==> src/rtl/vidcmd_pkg.sv <==
package vidcmd_pkg;
  localparam logic [7:0] SYNC_BYTE  = 8'hAF;
  localparam logic [7:0] OP_REGWR   = 8'h20;
  localparam logic [7:0] OP_COPY    = 8'h6A;
  localparam logic [7:0] IDX_GATE   = 8'hFF;
  localparam logic [7:0] GATE_CLOSE = 8'h00;
  localparam logic [7:0] GATE_OPEN  = 8'hFF;

  localparam int LOC_DEPTH = 'h00;
  localparam int LOC_HACT  = 'h0F;
  localparam int LOC_VACT  = 'h17;
  localparam int LOC_PCLK  = 'h1B;
  localparam int LOC_BLANK = 'h1F;
  localparam int LOC_FB16  = 'h20;
  localparam int LOC_FB8   = 'h26;

  typedef enum logic [2:0] {
    P_SYNC, P_OPC, P_IDX, P_VAL, P_COPY
  } pstate_t;
endpackage

==> src/rtl/vidcmd_parser.sv <==
module vidcmd_parser
  import vidcmd_pkg::*;
#(
  parameter int COPY_BYTES = 7
) (
  input  logic       clk,
  input  logic       rst_n,
  input  logic       in_valid,
  input  logic [7:0] in_data,
  output logic       in_ready,
  input  logic       req_pending,
  output logic       wr_en,
  output logic [7:0] wr_idx,
  output logic [7:0] wr_data,
  output logic       cp_shift,
  output logic       cp_last,
  output logic       sync_err,
  output logic       op_err
);
  localparam int CW = $clog2(COPY_BYTES + 1);
  localparam logic [CW-1:0] LAST = CW'(COPY_BYTES - 1);

  pstate_t       state;
  logic [7:0]    idx_q;
  logic [CW-1:0] cnt;
  logic          take;

  assign in_ready = !req_pending;
  assign take     = in_valid && in_ready;
  assign wr_en    = take && (state == P_VAL);
  assign wr_idx   = idx_q;
  assign wr_data  = in_data;
  assign cp_shift = take && (state == P_COPY);
  assign cp_last  = cp_shift && (cnt == LAST);

  always_ff @(posedge clk or negedge rst_n) begin
    if (!rst_n) begin
      state    <= P_SYNC;
      idx_q    <= '0;
      cnt      <= '0;
      sync_err <= 1'b0;
      op_err   <= 1'b0;
    end else begin
      op_err <= 1'b0;
      if (take) begin
        unique case (state)
          P_SYNC: begin
            if (in_data == SYNC_BYTE) state <= P_OPC;
            else sync_err <= 1'b1;
          end
          P_OPC: begin
            if (in_data == OP_REGWR) begin
              state <= P_IDX;
            end else if (in_data == OP_COPY) begin
              state <= P_COPY;
              cnt   <= '0;
            end else begin
              op_err <= 1'b1;
              state  <= P_SYNC;
            end
          end
          P_IDX: begin
            idx_q <= in_data;
            state <= P_VAL;
          end
          P_VAL: state <= P_SYNC;
          P_COPY: begin
            if (cnt == LAST) state <= P_SYNC;
            else cnt <= cnt + 1'b1;
          end
          default: state <= P_SYNC;
        endcase
      end
    end
  end

  // once raised the flag never drops before reset
  a_r2_sync_sticky: assert property (@(posedge clk) disable iff (!rst_n)
    sync_err |=> sync_err);
  // error indication lasts a single cycle
  a_r8_op_err_pulse: assert property (@(posedge clk) disable iff (!rst_n)
    op_err |=> !op_err);
  // after a bad opcode the decoder waits for a sync byte
  a_r8_back_to_sync: assert property (@(posedge clk) disable iff (!rst_n)
    op_err |-> state == P_SYNC);
endmodule

==> src/rtl/vidcmd_copyport.sv <==
module vidcmd_copyport #(
  parameter int AW = 24,
  parameter int CNTW = 8
) (
  input  logic            clk,
  input  logic            rst_n,
  input  logic            cp_shift,
  input  logic            cp_last,
  input  logic [7:0]      cp_byte,
  output logic            req_valid,
  input  logic            req_ready,
  output logic [AW-1:0]   req_src,
  output logic [CNTW-1:0] req_count,
  output logic [AW-1:0]   req_dst
);
  localparam int TOTW = 2 * AW + CNTW;

  logic [TOTW-1:0] sh;

  always_ff @(posedge clk or negedge rst_n) begin
    if (!rst_n) begin
      sh        <= '0;
      req_valid <= 1'b0;
    end else begin
      if (cp_shift) sh <= {sh[TOTW-9:0], cp_byte};
      if (cp_last) req_valid <= 1'b1;
      else if (req_valid && req_ready) req_valid <= 1'b0;
    end
  end

  assign req_src   = sh[TOTW-1 -: AW];
  assign req_count = sh[AW +: CNTW];
  assign req_dst   = sh[AW-1:0];

  // a waiting request keeps its contents
  a_r7_req_hold: assert property (@(posedge clk) disable iff (!rst_n)
    req_valid && !req_ready |=> req_valid && $stable(sh));
  // no payload byte may arrive while a request waits
  a_r7_no_shift_pending: assert property (@(posedge clk) disable iff (!rst_n)
    req_valid |-> !cp_shift);
endmodule

==> src/rtl/vidcmd_regfile.sv <==
module vidcmd_regfile
  import vidcmd_pkg::*;
#(
  parameter int NREG = 64
) (
  input  logic            clk,
  input  logic            rst_n,
  input  logic            wr_en,
  input  logic [7:0]      wr_idx,
  input  logic [7:0]      wr_data,
  output logic            locked,
  output logic [NREG*8-1:0] live_flat
);
  logic commit;

  assign commit = wr_en && (wr_idx == IDX_GATE) && (wr_data == GATE_OPEN);

  always_ff @(posedge clk or negedge rst_n) begin
    if (!rst_n) locked <= 1'b0;
    else if (wr_en && wr_idx == IDX_GATE) begin
      if (wr_data == GATE_CLOSE) locked <= 1'b1;
      else if (wr_data == GATE_OPEN) locked <= 1'b0;
    end
  end

  for (genvar k = 0; k < NREG; k++) begin : g_reg
    logic [7:0] sh_q;
    logic [7:0] lv_q;
    always_ff @(posedge clk or negedge rst_n) begin
      if (!rst_n) begin
        sh_q <= '0;
        lv_q <= '0;
      end else begin
        if (wr_en && wr_idx == 8'(k)) sh_q <= wr_data;
        if (commit) lv_q <= sh_q;
      end
    end
    assign live_flat[k*8 +: 8] = lv_q;
  end

  // live side only moves on a gate-open write
  a_r5_live_frozen: assert property (@(posedge clk) disable iff (!rst_n)
    !(wr_en && wr_idx == IDX_GATE && wr_data == GATE_OPEN) |=> $stable(live_flat));
  // gate-close write leaves the file locked
  a_r4_lock: assert property (@(posedge clk) disable iff (!rst_n)
    wr_en && wr_idx == IDX_GATE && wr_data == GATE_CLOSE |=> locked);
  // gate-open write leaves the file unlocked
  a_r4_unlock: assert property (@(posedge clk) disable iff (!rst_n)
    wr_en && wr_idx == IDX_GATE && wr_data == GATE_OPEN |=> !locked);
endmodule

==> src/rtl/vidcmd_decoder.sv <==
module vidcmd_decoder
  import vidcmd_pkg::*;
#(
  parameter int NREG = 64,
  parameter int AW = 24,
  parameter int CNTW = 8
) (
  input  logic              clk,
  input  logic              rst_n,
  input  logic              in_valid,
  input  logic [7:0]        in_data,
  output logic              in_ready,
  output logic              req_valid,
  input  logic              req_ready,
  output logic [AW-1:0]     req_src,
  output logic [CNTW-1:0]   req_count,
  output logic [AW-1:0]     req_dst,
  output logic              regs_locked,
  output logic              sync_err,
  output logic              op_err,
  output logic [NREG*8-1:0] live_regs,
  output logic              deep_color,
  output logic [7:0]        blank_code,
  output logic [23:0]       fb16_base,
  output logic [23:0]       fb8_base,
  output logic [15:0]       pix_clk_5k,
  output logic [15:0]       h_active,
  output logic [15:0]       v_active
);
  localparam int COPY_BYTES = (2 * AW + CNTW) / 8;

  logic       wr_en, cp_shift, cp_last;
  logic [7:0] wr_idx, wr_data;

  vidcmd_parser #(.COPY_BYTES(COPY_BYTES)) u_parser (
    .clk(clk), .rst_n(rst_n),
    .in_valid(in_valid), .in_data(in_data), .in_ready(in_ready),
    .req_pending(req_valid),
    .wr_en(wr_en), .wr_idx(wr_idx), .wr_data(wr_data),
    .cp_shift(cp_shift), .cp_last(cp_last),
    .sync_err(sync_err), .op_err(op_err)
  );

  vidcmd_copyport #(.AW(AW), .CNTW(CNTW)) u_copy (
    .clk(clk), .rst_n(rst_n),
    .cp_shift(cp_shift), .cp_last(cp_last), .cp_byte(in_data),
    .req_valid(req_valid), .req_ready(req_ready),
    .req_src(req_src), .req_count(req_count), .req_dst(req_dst)
  );

  vidcmd_regfile #(.NREG(NREG)) u_regs (
    .clk(clk), .rst_n(rst_n),
    .wr_en(wr_en), .wr_idx(wr_idx), .wr_data(wr_data),
    .locked(regs_locked), .live_flat(live_regs)
  );

  assign deep_color = live_regs[8*LOC_DEPTH +: 8] != 8'h00;
  assign blank_code = live_regs[8*LOC_BLANK +: 8];
  assign fb16_base  = {live_regs[8*LOC_FB16 +: 8], live_regs[8*(LOC_FB16+1) +: 8],
                       live_regs[8*(LOC_FB16+2) +: 8]};
  assign fb8_base   = {live_regs[8*LOC_FB8 +: 8], live_regs[8*(LOC_FB8+1) +: 8],
                       live_regs[8*(LOC_FB8+2) +: 8]};
  assign pix_clk_5k = {live_regs[8*(LOC_PCLK+1) +: 8], live_regs[8*LOC_PCLK +: 8]};
  assign h_active   = {live_regs[8*LOC_HACT +: 8], live_regs[8*(LOC_HACT+1) +: 8]};
  assign v_active   = {live_regs[8*LOC_VACT +: 8], live_regs[8*(LOC_VACT+1) +: 8]};

  // input closed while a copy request waits
  a_r7_input_closed: assert property (@(posedge clk) disable iff (!rst_n)
    req_valid && !req_ready |=> !in_ready);
endmodule

==> config.mk <==
export PLATFORM = sky130hd
export DESIGN_NAME = vidcmd_decoder
export DESIGN_NICKNAME = d
export VERILOG_FILES = /design/src/rtl/vidcmd_pkg.sv /design/src/rtl/vidcmd_parser.sv /design/src/rtl/vidcmd_copyport.sv /design/src/rtl/vidcmd_regfile.sv /design/src/rtl/vidcmd_decoder.sv
export SDC_FILE = /design/constraint.sdc
export NUM_CORES = 1
export LEC_CHECK = 0
export ABC_AREA = 1
export BUFFER_PORTS_ARGS = -buffer_cell sky130_fd_sc_hd__buf_2
export CELL_PAD_IN_SITES_DETAIL_PLACEMENT = 0
export CELL_PAD_IN_SITES_GLOBAL_PLACEMENT = 1
export CORE_MARGIN = 10
export CORE_UTILIZATION = 48
export CTS_BUF_LIST = sky130_fd_sc_hd__clkbuf_4
export DETAILED_ROUTE_END_ITERATION = 6
export PLACE_DENSITY_LB_ADDON = 0.1
export SLEW_MARGIN = 20
export SYNTH_ARGS = -nofsm -noshare
export SYNTH_HDL_FRONTEND = slang
export SYNTH_SLANG_ARGS = --single-unit
==> constraint.sdc <==
create_clock -name clk -period 3 [get_ports clk]
set_input_delay 0.9 -clock clk [delete_from_list [all_inputs] [get_ports clk]]
set_output_delay 0.9 -clock clk [all_outputs]
set_load 0.005 [all_outputs]
* Yosys cells after proc, flatten, opt, wreduce, memory -nomap -nowiden
Cells that the tools add are included. W data, S select, Z words.
Word-level totals: bits in registers 1098, bits in latches 0, memory bits (writable) 0, bits in read-only memories 0, output and inout bits 678, memories 0
Operators by class: add/sub/neg operators 1, $mul 0, divide/modulo/power cells 0, order comparisons 0, equality and inequality tests 78, shifts and indexed selects 0, multiplexer cells 17, bitwise logic cells 1, reduce and logical (&&, ||, !) cells 84
Operators with widths (count):
- $eq A8 B6 Y1 const B | 33
- $eq A8 B5 Y1 const B | 16
- $logic_and A1 B1 Y1 | 71
- $eq A8 B4 Y1 const B | 8
- $eq A8 B3 Y1 const B | 4
- $eq A8 B8 Y1 const B | 3
- $mux W3 | 7
- $eq A8 B2 Y1 const B | 2
- $logic_not A8 Y1 | 2
- $pmux W3 S4 | 1
- $eq A8 B1 Y1 const B | 1
- $eq A8 B7 Y1 const B | 1
- $mux W1 | 8
- $reduce_bool A8 Y1 | 1
- $eq A3 B2 Y1 const B | 2
- $eq A3 B3 Y1 const B | 2
- $ne A2 B2 Y1 const B | 3
- $pmux W3 S2 | 1
- $reduce_and A3 Y1 | 2
- $reduce_bool A2 Y1 | 3
- $reduce_and A5 Y1 | 1
- $ne A2 B1 Y1 const B | 2
- $reduce_and A2 Y1 | 2
- $add A3 B1 Y3 const B | 1
- other kinds (4) | 4

* Logic depth before layout (Yosys ltp)
word-level depth 5, gate-level depth with buffers 11, depth with buffers taken out 9

* By module
From an unflattened synthesis, not the netlist that was laid out.
Second synthesis, totals: cell total of the unflattened synthesis 5319, area total of the unflattened synthesis 47321.6 sq um
By module, submodules not included:
- vidcmd_regfile | times used 1, cells an instance 4839, area each 43349.1 sq um
- vidcmd_copyport | times used 1, cells an instance 242, area each 2169.6 sq um
- vidcmd_parser | times used 1, cells an instance 119, area each 965.9 sq um
- vidcmd_decoder | times used 1, cells an instance 119, area each 837.1 sq um

* Least setup slack after synthesis
No wires, ideal clock.
path type input to register, start input in_valid, end register u_regs.g_reg[53].lv_q[0], library setup time 0.117 ns, arrival 2.228 ns, data required time 2.883 ns, path slack 0.656 ns, stages on the path 11, cells stage by stage inv_1 -> nor2_4 -> inv_1 -> nor2_1 -> nand2_1 -> nor2_2 -> nand2_1 -> clkbuf_1 -> buf_2 -> nand2_1 -> nand2_1
Between the ends: cells in the longest elaborated chain, start to end 4
Ends and longest elaborated chain:
- from (decl) | line vidcmd_decoder.sv:10 | input logic in_valid,
- $logic_and A1 B1 Y1 | line vidcmd_parser.sv:29 | assign take = in_valid && in_ready;
- $logic_and A1 B1 Y1 | line vidcmd_parser.sv:30 | assign wr_en = take && (state == P_VAL);
- $logic_and A1 B1 Y1 (2 in a row) | line vidcmd_regfile.sv:16 | assign commit = wr_en && (wr_idx == IDX_GATE) && (wr_data == GATE_OPEN);
- to (signal assigned) | line vidcmd_regfile.sv:35 | if (commit) lv_q <= sh_q;
- to (decl) | line vidcmd_regfile.sv:28 | logic [7:0] lv_q;
No other way between the ends. A chain may end at the register's enable or synchronous reset.

* Worst setup path in the final report
start register u_regs.g_reg[0].lv_q[6], end output deep_color
Between the ends: cells in the longest elaborated chain, start to end 1
Ends and longest elaborated chain:
- from (decl) | line vidcmd_regfile.sv:28
- from (signal assigned) | line vidcmd_regfile.sv:35
- $reduce_bool A8 Y1 | line vidcmd_decoder.sv:57 | assign deep_color = live_regs[8*LOC_DEPTH +: 8] != 8'h00;
- to (decl) | line vidcmd_decoder.sv:22 | output logic deep_color,
No other way between the ends.

==> flow_summary.html <==
<table>
<tr><th>Metric</th><th>Value</th></tr>
<tr><th colspan="2">Synthesis</th></tr>
<tr><td>Cell area after synthesis</td><td>42200 µm²</td></tr>
<tr><td>Simple-gate portion of the synthesized area</td><td>23.2%</td></tr>
<tr><td>Avg Synthesized Cell Area</td><td>9.45 µm²</td></tr>
<tr><td>Portion of the post-synthesis area used by sequential elements</td><td>65.2%</td></tr>
<tr><td>Share of the synthesized area in the top cell type</td><td>65.2%</td></tr>
<tr><td>Cells after Synth</td><td>4461</td></tr>
<tr><td>Multiplexer fraction of the synthesized cell area</td><td>0%</td></tr>
<tr><td>Post-Synthesis Net Count</td><td>4475</td></tr>
<tr><td>Main combinational cell family by area after synthesis</td><td>simple AND/OR/NAND/NOR gates</td></tr>
<tr><td>Ranking of synthesized cells by area</td><td>sky130_fd_sc_hd__dfrtp_1 (65%), sky130_fd_sc_hd__nand2_1 (15%), sky130_fd_sc_hd__nand3_1 (6.9%), sky130_fd_sc_hd__o21ai_0 (6.3%), sky130_fd_sc_hd__buf_4 (1.9%)</td></tr>
<tr><td>Synthesized-area fraction occupied by adder cells</td><td>0.0593%</td></tr>
<tr><td>Compound-cell area share of the yosys netlist</td><td>6.32%</td></tr>
<tr><td>Area leader, netlist</td><td>sky130_fd_sc_hd__dfrtp_1</td></tr>
<tr><td>Synth Warn #</td><td>0</td></tr>
<tr><td>Parity-gate share of the synthesized area counting xor and xnor cells</td><td>0.0208%</td></tr>
<tr><td>FF+latch count, synth</td><td>1098</td></tr>
<tr><td>Distinct cell type count after synthesis</td><td>22</td></tr>
<tr><th colspan="2">Job</th></tr>
<tr><td>Max cap viols</td><td>0</td></tr>
<tr><th colspan="2">Power</th></tr>
<tr><td>Static leakage power</td><td>28.5 nW</td></tr>
<tr><td>Maximum VDD drop</td><td>354 µV</td></tr>
<tr><td>Pwr per Cell Area</td><td>564 nW/µm²</td></tr>
<tr><th colspan="2">Finish</th></tr>
<tr><td>Number of inserted filler cells in the final layout</td><td>8058</td></tr>
<tr><td>Synth-to-Final Area Change</td><td>19.8%</td></tr>
<tr><td>Fraction of final layout cells sized beyond drive strength 1</td><td>25.1%</td></tr>
<tr><td>Final #Nets</td><td>5234</td></tr>
<tr><td>Commonest non-fill, non-tap cell in the layout</td><td>sky130_fd_sc_hd__nand2_1</td></tr>
<tr><td>Register cell area after layout</td><td>27500 µm²</td></tr>
<tr><td>Total area of multi-input combinational cells</td><td>12500 µm²</td></tr>
<tr><td>Final core occ</td><td>58.0%</td></tr>
<tr><td>Commonest cells after routing, fill and taps aside</td><td>sky130_fd_sc_hd__nand2_1 (1726), sky130_fd_sc_hd__dfrtp_1 (1095), sky130_fd_sc_hd__buf_2 (688)</td></tr>
<tr><th colspan="2">Timing</th></tr>
<tr><td>Setup Skew</td><td>0.0583 ns</td></tr>
<tr><td>Least-Margin Pin Slew</td><td>1.15 ns</td></tr>
<tr><td>Max Clk Rate</td><td>0.338 GHz</td></tr>
<tr><td>Final setup fails</td><td>0</td></tr>
<tr><td>Hold violation total from the final report</td><td>0</td></tr>
<tr><td>Final slew viol count</td><td>0</td></tr>
<tr><td>Worst-case setup margin in the final layout</td><td>0.0425 ns</td></tr>
<tr><td>Slew Limit Headroom</td><td>22.8%</td></tr>
<tr><td>Clock period minus worst slack</td><td>2.96 ns</td></tr>
<tr><td>RSZ-0062 raised after global routing</td><td>yes</td></tr>
<tr><td>Fraction of the cycle the final worst path needs</td><td>98.6%</td></tr>
<tr><th colspan="2">Placed design</th></tr>
<tr><td>Worst slack, placed</td><td>0.296 ns</td></tr>
<tr><td>Placer Congestion</td><td>0.843</td></tr>
<tr><td>Post-detail-place hpwl</td><td>88900 µm</td></tr>
<tr><td>Count of input and output buffers</td><td>689</td></tr>
<tr><th colspan="2">Clocking</th></tr>
<tr><td>H-tree lvl count</td><td>5</td></tr>
<tr><td>CTS tree</td><td>built</td></tr>
<tr><td>Worst skew pair latency</td><td>1.19 ns</td></tr>
<tr><td>Clk Tree Root Cell</td><td>sky130_fd_sc_hd__clkbuf_4</td></tr>
<tr><td>Clock slew at the register clock pins of the worst setup and hold paths</td><td>0.06 ns</td></tr>
<tr><td>Num CTS Buffers</td><td>307</td></tr>
<tr><td>Sinks on Clock Net</td><td>1098</td></tr>
<tr><td>CTS max path bufs</td><td>4</td></tr>
<tr><th colspan="2">Global routing</th></tr>
<tr><td>Pin count of the biggest net entering global routing</td><td>165</td></tr>
<tr><td>Overflow after GRT</td><td>0</td></tr>
<tr><td>First-pass GRT wire length</td><td>209000 µm</td></tr>
<tr><td>Number of antenna violations at the first check in global routing</td><td>6</td></tr>
<tr><td>Global routing usage summed across all routing layers</td><td>27.1%</td></tr>
<tr><td>Number of global-route vias before repair</td><td>33700</td></tr>
<tr><th colspan="2">Drt</th></tr>
<tr><td>Remaining antenna violation count</td><td>0</td></tr>
<tr><td>Wirelength per Cell</td><td>21.0 µm</td></tr>
<tr><td>Routed via count divided by cell count</td><td>5.19</td></tr>
<tr><td>Violation count after the first detailed-route iteration</td><td>3100</td></tr>
<tr><td>Post-detailed-route DRC marker count</td><td>0</td></tr>
<tr><td>First-pass iteration count of the detailed router</td><td>5</td></tr>
<tr><td>Routed wire length</td><td>137000 µm</td></tr>
<tr><td>Vias after detailed routing</td><td>34000</td></tr>
<tr><th colspan="2">Floorplan</th></tr>
<tr><td>Die outline height</td><td>316 µm</td></tr>
<tr><td>Die Span X</td><td>316 µm</td></tr>
<tr><td>Row Count</td><td>108</td></tr>
<tr><td>Effective utilization at floorplan</td><td>48.5%</td></tr>
<tr><td>Core outline area</td><td>87000 µm²</td></tr>
<tr><td>I/O pin count</td><td>690</td></tr>
<tr><td>Full die area</td><td>100000 µm²</td></tr>
<tr><th colspan="2">Worst setup path</th></tr>
<tr><td>Master of the slowest instance on the critical path</td><td>sky130_fd_sc_hd__dfrtp_1</td></tr>
<tr><td>Kind of capture point of the worst setup path</td><td>output pin</td></tr>
<tr><td>Data arrival time at the worst-slack endpoint</td><td>2.06 ns</td></tr>
<tr><td>Worst Setup Start Kind</td><td>register</td></tr>
<tr><td>Count of buffering cells on the critical path with inverters included</td><td>1</td></tr>
<tr><td>Required time at the endpoint of the critical path</td><td>2.10 ns</td></tr>
<tr><td>Max FO, Critical Path</td><td>2</td></tr>
<tr><td>Critical path cell sequence</td><td>nor4_2 &gt; nand2_1 &gt; buf_2</td></tr>
<tr><td>Critical path class</td><td>register to output pin</td></tr>
<tr><td>Largest delay share family, worst path</td><td>flip-flops</td></tr>
<tr><td>Max stage delay on crit path</td><td>0.43 ns</td></tr>
<tr><th colspan="2">Run status</th></tr>
<tr><td>Result of the run</td><td>completed</td></tr>
<tr><th colspan="2">Hold path</th></tr>
<tr><td>Hold crit path type</td><td>input port to register</td></tr>
</table>
-- cells by family (layout without fill, tap and decap cells) --
group | after synthesis | count (layout)
AND/OR/NAND/NOR | 2376 | 2376
flip-flops | 1098 | 1098
AO/OA/AOI/OAI | 532 | 532
buffers and inverters | 452 | 1376
adder cells (fa/ha/maj) | 2 | 2
XOR/XNOR | 1 | 1
other | 0 | 11
-- final timing paths --
| kind | slack [ns] | endpoint | cells after the start | startpoint |
|---|---|---|---|---|
| max in group asynchronous | 1.75 | u_regs.g_reg[29].sh_q[7] | 4 | rst_n |
| setup reg to reg | 0.72 | u_regs.g_reg[32].sh_q[2] | 6 | u_parser.wr_idx[2] |
| min in group asynchronous | 0.25 | u_regs.g_reg[16].lv_q[1] | 2 | rst_n |
| hold reg to reg | 0.46 | u_regs.g_reg[24].lv_q[5] | 2 | u_regs.g_reg[24].sh_q[5] |
| hold / removal | 0.16 | u_regs.g_reg[40].sh_q[7] | 3 | in_data[7] |
| setup / recovery | 0.04 | deep_color | 3 | u_regs.g_reg[0].lv_q[6] |
-- cell usage after synthesis, drive strengths merged --
cell type  number
a21oi           2
nor4            2
buf           209
dfrtp        1098
xnor2           1
o22ai           1
ha              2
nand4          30
o21bai          1
o21ai         528
inv            29
nor2           28
nand3         578
nand2        1728
nor3           10
clkbuf        214
-- power by group --
group	switching, W	total (W)	internal [W]	leakage (nW)
logic	0.000736	0.000897	0.000160	11.0
clock network	0.00590	0.0127	0.00679	2.13
registers	0.0000421	0.0149	0.0148	15.3
-- repair_timing --
item | 4_1_cts | 5_1_grt
hold endpoints to repair | 91 | 0
hold buffers | 2 | 0
buffers inserted | 1 | 1
pin swaps | 1 | 2
setup endpoints to repair | 1 | 1
resized for setup | 4 | 2
-- per-layer routing --
metal  track usage [%]  vias to the layer above  part of all wire (%)
met3              6.76                      246                   7.1
met1              35.6                    16600                    42
met2              43.0                     1127                    48
li1                  -                    16100                     -
met5                 0                        -                 0.017
met4              10.4                        4                   3.1
-- through the flow --
stage	setup TNS, ns	hold slack (ns)	cells	power [W]	area, µm²
CTS	-0.0872	0.0607	6539	0.0289	50500
global placement	0	0.450	6062	0.0161	46900
finish	0	0.165	6551	0.0285	50500
global route	-0.107	0.0661	6549	0.0298	50500
detailed placement	0	0.453	6062	0.0161	46900
floorplan	0	0.454	4461	0.0154	42200
-- sequential cells by signal, indices dropped and copies added (netlist names) --
signal,cells
u_parser.sync_err,1
u_regs.locked,1
u_copy.req_valid,1
u_parser.wr_idx,8
u_parser.cnt,3
u_parser.state,3
u_copy.sh,56
u_regs.g.lv_q,512
u_parser.op_err,1
u_regs.g.sh_q,512
-- worst register-to-register path: stages (launching register included) --
cell	delay, ns
sky130_fd_sc_hd__dfrtp_1	0.43
sky130_fd_sc_hd__nor2_1	0.48
sky130_fd_sc_hd__nand2_1	0.13
sky130_fd_sc_hd__nor2_1	0.23
sky130_fd_sc_hd__buf_4	0.18
sky130_fd_sc_hd__nand2_1	0.39
sky130_fd_sc_hd__o21ai_0	0.34
-- layout make-up --
class                           count  share of cell area (%)
Sequential cell                  1098                    54.4
Clock inverter                     27                   0.258
Multi-Input combinational cell   2911                    24.8
Tap cell                         1155                    2.86
Timing Repair Buffer              873                    10.8
Clock buffer                      447                    6.64
Antenna cell                       11                  0.0545
Inverter                           29                   0.220
(Power assumes the default switching activity.)
